<file path="config.mk">
export PLATFORM = sky130hd
export DESIGN_NAME = pace_safety_core
export DESIGN_NICKNAME = d
export VERILOG_FILES = /design/src/rtl/pace_pkg.sv /design/src/rtl/pace_chamber.sv /design/src/rtl/pace_mode_ctrl.sv /design/src/rtl/pace_safety_core.sv
export SDC_FILE = /design/constraint.sdc
export NUM_CORES = 1
export LEC_CHECK = 0
export BUFFER_PORTS_ARGS = -buffer_cell sky130_fd_sc_hd__buf_2
export CORE_UTILIZATION = 50
export CTS_CLUSTER_SIZE = 8
export DETAILED_ROUTE_END_ITERATION = 6
export HOLD_SLACK_MARGIN = 0.03
export PLACE_DENSITY = 0.66
export SLEW_MARGIN = 20
export SYNTH_ARGS = -nofsm -noshare
export SYNTH_HDL_FRONTEND = slang
export SYNTH_SLANG_ARGS = --single-unit
</file>
<file path="constraint.sdc">
create_clock -name clk -period 2.5 [get_ports clk]
set_input_delay 0.125 -clock clk [delete_from_list [all_inputs] [get_ports clk]]
set_output_delay 0.125 -clock clk [all_outputs]
set_load 0.01 [all_outputs]
</file>
<file path="src/rtl/pace_pkg.sv">
package pace_pkg;
  typedef enum logic {SRC_CTRL = 1'b0, SRC_FALLBACK = 1'b1} src_e;

  // per-chamber judgement of one cycle
  typedef struct packed {
    logic ok;    // request inside all bounds
    logic bad;   // request outside a bound
    logic late;  // controller left the chamber unpaced at the resting interval
  } chk_ev_t;
endpackage

</file>
<file path="src/rtl/pace_chamber.sv">
module pace_chamber
  import pace_pkg::*;
#(
  parameter int IW = 12,
  parameter int SW = 4
) (
  input  logic          clk,
  input  logic          rst_n,
  input  logic          tick_en,
  input  logic          in_ctrl,
  input  logic          sense_i,
  input  logic          req_i,
  input  logic [IW-1:0] cfg_min,
  input  logic [IW-1:0] cfg_max,
  input  logic [SW-1:0] cfg_smooth,
  output chk_ev_t       ev_o,
  output logic          pace_o
);
  localparam logic [IW-1:0] ELAP_SAT = '1;
  localparam logic [IW-1:0] ONE      = IW'(1);

  logic [IW-1:0] elap_q, elap_d, prev_q, prev_d;
  logic          pace_q, pace_d;
  logic [IW:0]   step_w, lo_w, hi_w, tgt_w, elap_x;
  logic          has_hist, in_rng, band_ok, req_ok, fb_fire, late_w, deliver, beat;

  // smoothing step: sum of shifted copies of the previous interval
  always_comb begin
    step_w = '0;
    for (int k = 0; k < SW; k++) begin
      if (cfg_smooth[k]) step_w = step_w + (IW+1)'(prev_q >> (k + 1));
    end
  end

  always_comb begin
    elap_x   = {1'b0, elap_q};
    has_hist = (prev_q != '0);
    hi_w     = {1'b0, prev_q} + step_w;
    lo_w     = {1'b0, prev_q} - step_w;
    in_rng   = (elap_q >= cfg_min) && (elap_q <= cfg_max);
    band_ok  = !has_hist || ((elap_x >= lo_w) && (elap_x <= hi_w));
    req_ok   = in_rng && band_ok;
    // fallback target: one step longer, capped at rest, floored at the minimum
    if (!has_hist)                   tgt_w = {1'b0, cfg_max};
    else if (hi_w > {1'b0, cfg_max}) tgt_w = {1'b0, cfg_max};
    else                             tgt_w = hi_w;
    if (tgt_w < {1'b0, cfg_min})     tgt_w = {1'b0, cfg_min};
  end

  always_comb begin
    fb_fire  = !in_ctrl && (elap_x >= tgt_w);
    late_w   = in_ctrl && (elap_q >= cfg_max) && !(req_i && req_ok);
    deliver  = !sense_i && ((in_ctrl && req_i && req_ok) || fb_fire || late_w);
    beat     = sense_i || deliver;
    ev_o.ok   = !sense_i && req_i && req_ok;
    ev_o.bad  = !sense_i && req_i && !req_ok;
    ev_o.late = !sense_i && late_w;
  end

  // next state
  always_comb begin
    elap_d = elap_q;
    prev_d = prev_q;
    pace_d = deliver;
    if (beat) begin
      prev_d = (elap_q == '0) ? ONE : elap_q;
      elap_d = tick_en ? ONE : '0;
    end else if (tick_en && (elap_q != ELAP_SAT)) begin
      elap_d = elap_q + ONE;
    end
  end

  always_ff @(posedge clk or negedge rst_n) begin
    if (!rst_n) begin
      elap_q <= '0;
      prev_q <= '0;
      pace_q <= 1'b0;
    end else begin
      elap_q <= elap_d;
      prev_q <= prev_d;
      pace_q <= pace_d;
    end
  end

  assign pace_o = pace_q;

  // no pace is issued at an interval below the minimum
  p_pace_gap_r2: assert property (@(posedge clk) disable iff (!rst_n)
    pace_q |-> ($past(elap_q) >= $past(cfg_min)));

  // controller silence up to the resting interval forces a pace
  p_late_pace_r3: assert property (@(posedge clk) disable iff (!rst_n)
    (in_ctrl && !sense_i && (elap_q >= cfg_max)) |=> pace_q);

  // a sense restarts the timer and issues no pace
  p_sense_restart_r7: assert property (@(posedge clk) disable iff (!rst_n)
    sense_i |=> ((elap_q <= ONE) && !pace_q));

  // in fallback, a request that is too early never paces
  p_fb_block_r8: assert property (@(posedge clk) disable iff (!rst_n)
    (!in_ctrl && req_i && !sense_i && (elap_q < cfg_min)) |=> !pace_q);
endmodule

</file>
<file path="src/rtl/pace_mode_ctrl.sv">
module pace_mode_ctrl
  import pace_pkg::*;
#(
  parameter int NCH = 2,
  parameter int CW  = 4
) (
  input  logic          clk,
  input  logic          rst_n,
  input  chk_ev_t       ev_i [NCH],
  input  logic          viol_clr,
  input  logic [CW-1:0] cfg_ret_cnt,
  output src_e          src_o,
  output logic          viol_o
);
  src_e        src_q, src_d;
  logic [CW-1:0] cnt_q, cnt_d;
  logic        viol_q, viol_d;
  logic        any_bad, any_ok;
  logic [CW:0] cnt_nx, ret_eff;

  always_comb begin
    any_bad = 1'b0;
    any_ok  = 1'b0;
    for (int c = 0; c < NCH; c++) begin
      any_bad = any_bad | ev_i[c].bad | ev_i[c].late;
      any_ok  = any_ok  | ev_i[c].ok;
    end
  end

  always_comb begin
    cnt_nx  = {1'b0, cnt_q} + 1'b1;
    ret_eff = (cfg_ret_cnt == '0) ? (CW+1)'(1) : {1'b0, cfg_ret_cnt};
    src_d   = src_q;
    cnt_d   = cnt_q;
    if (any_bad) begin
      src_d = SRC_FALLBACK;
      cnt_d = '0;
    end else if ((src_q == SRC_FALLBACK) && any_ok) begin
      if (cnt_nx >= ret_eff) begin
        src_d = SRC_CTRL;
        cnt_d = '0;
      end else begin
        cnt_d = cnt_nx[CW-1:0];
      end
    end
    viol_d = any_bad ? 1'b1 : (viol_clr ? 1'b0 : viol_q);
  end

  always_ff @(posedge clk or negedge rst_n) begin
    if (!rst_n) begin
      src_q  <= SRC_CTRL;
      cnt_q  <= '0;
      viol_q <= 1'b0;
    end else begin
      src_q  <= src_d;
      cnt_q  <= cnt_d;
      viol_q <= viol_d;
    end
  end

  assign src_o  = src_q;
  assign viol_o = viol_q;

  // an unsafe request hands control to the fallback and flags it
  p_trip_r4: assert property (@(posedge clk) disable iff (!rst_n)
    (|{ev_i[0].bad, ev_i[NCH-1].bad}) |=> ((src_q == SRC_FALLBACK) && viol_q));

  // control only returns on a safe request
  p_return_r9: assert property (@(posedge clk) disable iff (!rst_n)
    ((src_q == SRC_CTRL) && ($past(src_q) == SRC_FALLBACK)) |-> $past(any_ok));

  // the flag only drops after a clear request
  p_viol_sticky_r10: assert property (@(posedge clk) disable iff (!rst_n)
    $fell(viol_q) |-> $past(viol_clr));
endmodule

</file>
<file path="src/rtl/pace_safety_core.sv">
module pace_safety_core
  import pace_pkg::*;
#(
  parameter int IW  = 12,
  parameter int SW  = 4,
  parameter int CW  = 4,
  parameter int NCH = 2
) (
  input  logic           clk,
  input  logic           rst_n,
  input  logic           tick_en,
  input  logic [NCH-1:0] sense_i,
  input  logic [NCH-1:0] req_i,
  input  logic [IW-1:0]  cfg_min_int,
  input  logic [IW-1:0]  cfg_max_int,
  input  logic [SW-1:0]  cfg_smooth,
  input  logic [CW-1:0]  cfg_ret_cnt,
  input  logic           viol_clr,
  output logic [NCH-1:0] pace_o,
  output logic           src_fallback,
  output logic           viol_o
);
  logic [1:0] rst_sync_q;
  logic       rst_core_n;
  chk_ev_t    ev_w [NCH];
  src_e       src_w;
  logic       in_ctrl;

  // asynchronous assert, synchronous release
  always_ff @(posedge clk or negedge rst_n) begin
    if (!rst_n) rst_sync_q <= 2'b00;
    else        rst_sync_q <= {rst_sync_q[0], 1'b1};
  end
  assign rst_core_n = rst_sync_q[1];

  assign in_ctrl = (src_w == SRC_CTRL);

  for (genvar c = 0; c < NCH; c++) begin : g_ch
    pace_chamber #(.IW(IW), .SW(SW)) u_ch (
      .clk        (clk),
      .rst_n      (rst_core_n),
      .tick_en    (tick_en),
      .in_ctrl    (in_ctrl),
      .sense_i    (sense_i[c]),
      .req_i      (req_i[c]),
      .cfg_min    (cfg_min_int),
      .cfg_max    (cfg_max_int),
      .cfg_smooth (cfg_smooth),
      .ev_o       (ev_w[c]),
      .pace_o     (pace_o[c])
    );
  end

  pace_mode_ctrl #(.NCH(NCH), .CW(CW)) u_mode (
    .clk         (clk),
    .rst_n       (rst_core_n),
    .ev_i        (ev_w),
    .viol_clr    (viol_clr),
    .cfg_ret_cnt (cfg_ret_cnt),
    .src_o       (src_w),
    .viol_o      (viol_o)
  );

  assign src_fallback = (src_w == SRC_FALLBACK);

  // nothing paces while the core is held in reset
  p_reset_quiet_r1: assert property (@(posedge clk)
    !rst_core_n |=> (pace_o == '0));
endmodule

</file>
==> summary.txt <==
Status
  • Outcome: finished with violations
  • Failing checks: negative setup slack

Logic synthesis
  • Synth Flop Type: dfrtp_1
  • Post-Syn Nets: 1908
  • Yosys top cell by area: ha_1
  • Post-synth EDFFs: 0
  • #FFs+latches synth: 58
  • Post-synthesis instance total: 1577
  • Share of flip-flops with an asynchronous set or reset after synthesis: 100%
  • Warnings, synthesis: 0
  • Synth top area share: 27.8%
  • Top cells by instance count after synthesis: 281 x ha_1, 141 x inv_1, 130 x a21oi_1, 123 x nand2_1, 109 x nor2_1
  • Avg Inst Size Synth: 8.01 sq um
  • Synth top area cells: ha_1 28%, dfrtp_1 11%, a21oi_1 5.2%
  • Sequential element share of the synthesized area: 11.5%
  • Library cells used by synthesis: 85
  • Count leader, synth: ha_1
  • Synthesized area: 12600 sq um

Power and ir drop
  • P_leak: 9.65 nW
  • Clock group share of total power: 24.7%
  • PwrDens: 262 nW/um^2
  • Reg power frac: 20.8%
  • Gate power share: 54.4%
  • Internal power: 0.00293 W
  • Maximum vdd drop: 0.322 mV
  • NetSw: 0.00188 W
  • Switching share of power: 39.0%
  • Total power: 0.00481 W

STA
  • Max Fclk: 92.1 MHz
  • Final setup vio count: 56
  • Worst relative slew slack: 47.7%
  • Slew @ Worst Pin: 776 ps
  • Period utilization: 435%
  • Skew final: 11.3 ps
  • Post-Route Setup TNS: -442660 ps
  • Final Critical Period: 10860 ps
  • Max Transition Viols Final: 0
  • Setup WS post-layout: -8360 ps
  • RSZ-0062 raised after global routing: yes
  • Endpoints failing hold: 0

Place
  • Final HPWL DP: 35500 microns
  • Post-Place Cells: 2387
  • Port bufs: 43
  • RePlAce Congestion: 0.990
  • Placement Setup Slack: -8660 ps

Route
  • DRT Pass-1 Iters: 5
  • Final WL: 44900 microns
  • Remaining antenna violation count: 0
  • Vias: 14100
  • # DRC: 0
  • Wirelength per Cell: 18.3 microns
  • Average vias per placed instance: 5.74
  • Initial DRC Count: 1002

Setup path
  • Critical path buffers and inverters: 5
  • Worst Path Max Fanout: 10
  • Crit end category: flop
  • CP startpoint kind: flop
  • Cell family with most CP delay: compound AO/OA/AOI/OAI gates
  • CP peak stage delay: 510 ps
  • Critical path arrival: 11100 ps
  • Setup CP Type: flop to flop
  • Slowest cell on crit path: or3_4
  • Worst Path Required: 2740 ps

GRT
  • Largest net degree at the start of global routing: 26
  • Total GRT Usage: 34.3%
  • Vias in the first global route: 13900
  • Antenna violations before repair: 0
  • First-pass GRT wire length: 71000 microns
  • Grt ovf: 0

Clock network
  • CTS tree: yes
  • Clk pin slew, worst setup/hold paths: 70 ps
  • Root Driver: clkbuf_16
  • Clk Latency, worst-skew pair: 360 ps
  • TritonCTS buffer count: 9
  • Sink Count: 58
  • Max Root-Sink Buffers: 2
  • CTS H-tree depth: 3

Cells and area
  • Final cell count without fillers: 2449
  • Layout cell share with drive strength beyond 1: 37.5%
  • Fin nets: 2450
  • Layout area overhead: 45.4%

Floorplan
  • Die area: 25900 sq um
  • Total core area: 24500 sq um
  • Row count: 57
  • I/O Pins: 44
  • Die Span X: 161 microns
  • DIE HEIGHT: 161 microns
  • Starting Density: 51.5%

Run
  • Max-cap violations: 0

Worst hold path
  • Hold Path Class: input port to flop
==> stage by stage <==
| stage | cell area (sq um) | hold WS, ps | util (%) |
|---|---|---|---|
| 2_1_floorplan | 13000 | -171 | - |
| 3_3_place_gp | 17000 | -90.3 | 69.3 |
| 3_5_place_dp | 17000 | -84.5 | 69.3 |
| 4_1_cts | 17900 | 40.7 | 73.0 |
| 5_1_grt | 18400 | 60.1 | 74.8 |
| 6_report | 18400 | 42.9 | 74.9 |
==> flip-flops by register name, indices dropped and copies added, names as in the netlist <==
name	flops
g_ch.u_ch.elap_q	24
g_ch.u_ch.pace_o	2
g_ch.u_ch.prev_q	24
rst_sync_q	2
u_mode.cnt_q	4
u_mode.src_o	1
u_mode.viol_o	1
==> worst paths after layout <==
| path | start | end | slack, ps | cells after the start |
|---|---|---|---|---|
| hold reg to reg | rst_sync_q[1]$_DFF_PN0_ | u_mode.cnt_q[2]$_DFFE_PN0P_ | 320 | 0 |
| hold / removal | viol_clr | u_mode.viol_o$_DFFE_PN0P_ | 40 | 3 |
| setup reg to reg | g_ch[0].u_ch.prev_q[1]$_DFFE_PN0P_ | g_ch[0].u_ch.prev_q[5]$_DFFE_PN0P_ | -8360 | 58 |
| min in group asynchronous | rst_n | rst_sync_q[1]$_DFF_PN0_ | 90 | 2 |
| max in group asynchronous | rst_sync_q[1]$_DFF_PN0_ | g_ch[0].u_ch.elap_q[0]$_DFFE_PN0P_ | 1400 | 1 |
| setup / recovery | g_ch[0].u_ch.prev_q[1]$_DFFE_PN0P_ | g_ch[0].u_ch.prev_q[5]$_DFFE_PN0P_ | -8360 | 58 |
==> layout by cell type (no fill, tap or decap), types with 19 or more instances in the layout <==
cell type,Yosys,layout
a21oi_2,3,25
o21ai_0,93,59
o21ai_1,2,19
a21oi_1,130,104
nor2_1,109,93
o21bai_1,22,22
xnor2_1,66,62
nand4_1,27,27
o21a_1,28,28
a21o_1,53,51
nand2_1,123,118
mux2i_1,32,32
ha_4,0,20
nor2b_1,27,26
nand3_1,26,24
dfrtp_1,58,56
mux2_2,42,30
buf_2,8,44
ha_1,281,259
xor2_1,36,35
buf_4,3,511
inv_1,141,140
==> power groups by stage <==
stage / Sequential (W) / Clock [W] / Combinational, W
finish: 0.00100 / 0.00119 / 0.00262
detailed placement: 0.00102 / 0 / 0.00233
CTS: 0.00100 / 0.00120 / 0.00249
global route: 0.00101 / 0.00123 / 0.00287
floorplan: 0.00103 / 0 / 0.00136
global placement: 0.00102 / 0 / 0.00226
==> metal layers <==
metal / track usage [%] / vias to the layer above / wire length, microns
met1: 45.3 / 6740 / 19700
met3: 4.67 / 102 / 3090
met2: 58.2 / 430 / 21000
met4: 9.69 / 0 / 1120
met5: 0 / - / 0
li1: - / 6792 / -
==> layout make-up <==
type / instances / area, sq um
diodes: 1 / 2.50
clock buffers: 9 / 225
clock inverters: 7 / 46.3
fillers: 1838 / 6170
inverters: 141 / 529
multi-input cells: 1338 / 11400
flip-flops and latches: 58 / 1450
well taps: 324 / 405
repair buffers: 571 / 4300
==> timing repair <==
action                                  CTS  global route
pin swaps                                44            54
hold buffers                              2             0
setup buffers                            21            19
cloned                                    5             0
endpoints found under the setup margin   56            56
endpoints found under the hold margin     3             0
gates resized for setup                  89            64
==> kinds of logic (layout without fill, tap and decap cells) <==
| family | after synthesis | count (layout) | share of synthesized area, % |
|---|---|---|---|
| compound gates | 435 | 435 | 22.5 |
| xor+xnor | 102 | 102 | 7.07 |
| fa+ha+maj | 291 | 291 | 29.4 |
| buf+inv | 182 | 728 | 5.70 |
| flops | 58 | 58 | 11.5 |
| mux | 80 | 80 | 6.99 |
| other cells | 1 | 2 | 0.0297 |
| simple gates | 428 | 429 | 16.8 |
==> worst min-delay path, cell delays in order <==
cell,delay [ps]
buf_2,100
inv_1,50
a21o_1,100
No activity file was read; power rests on OpenSTA's default activity.
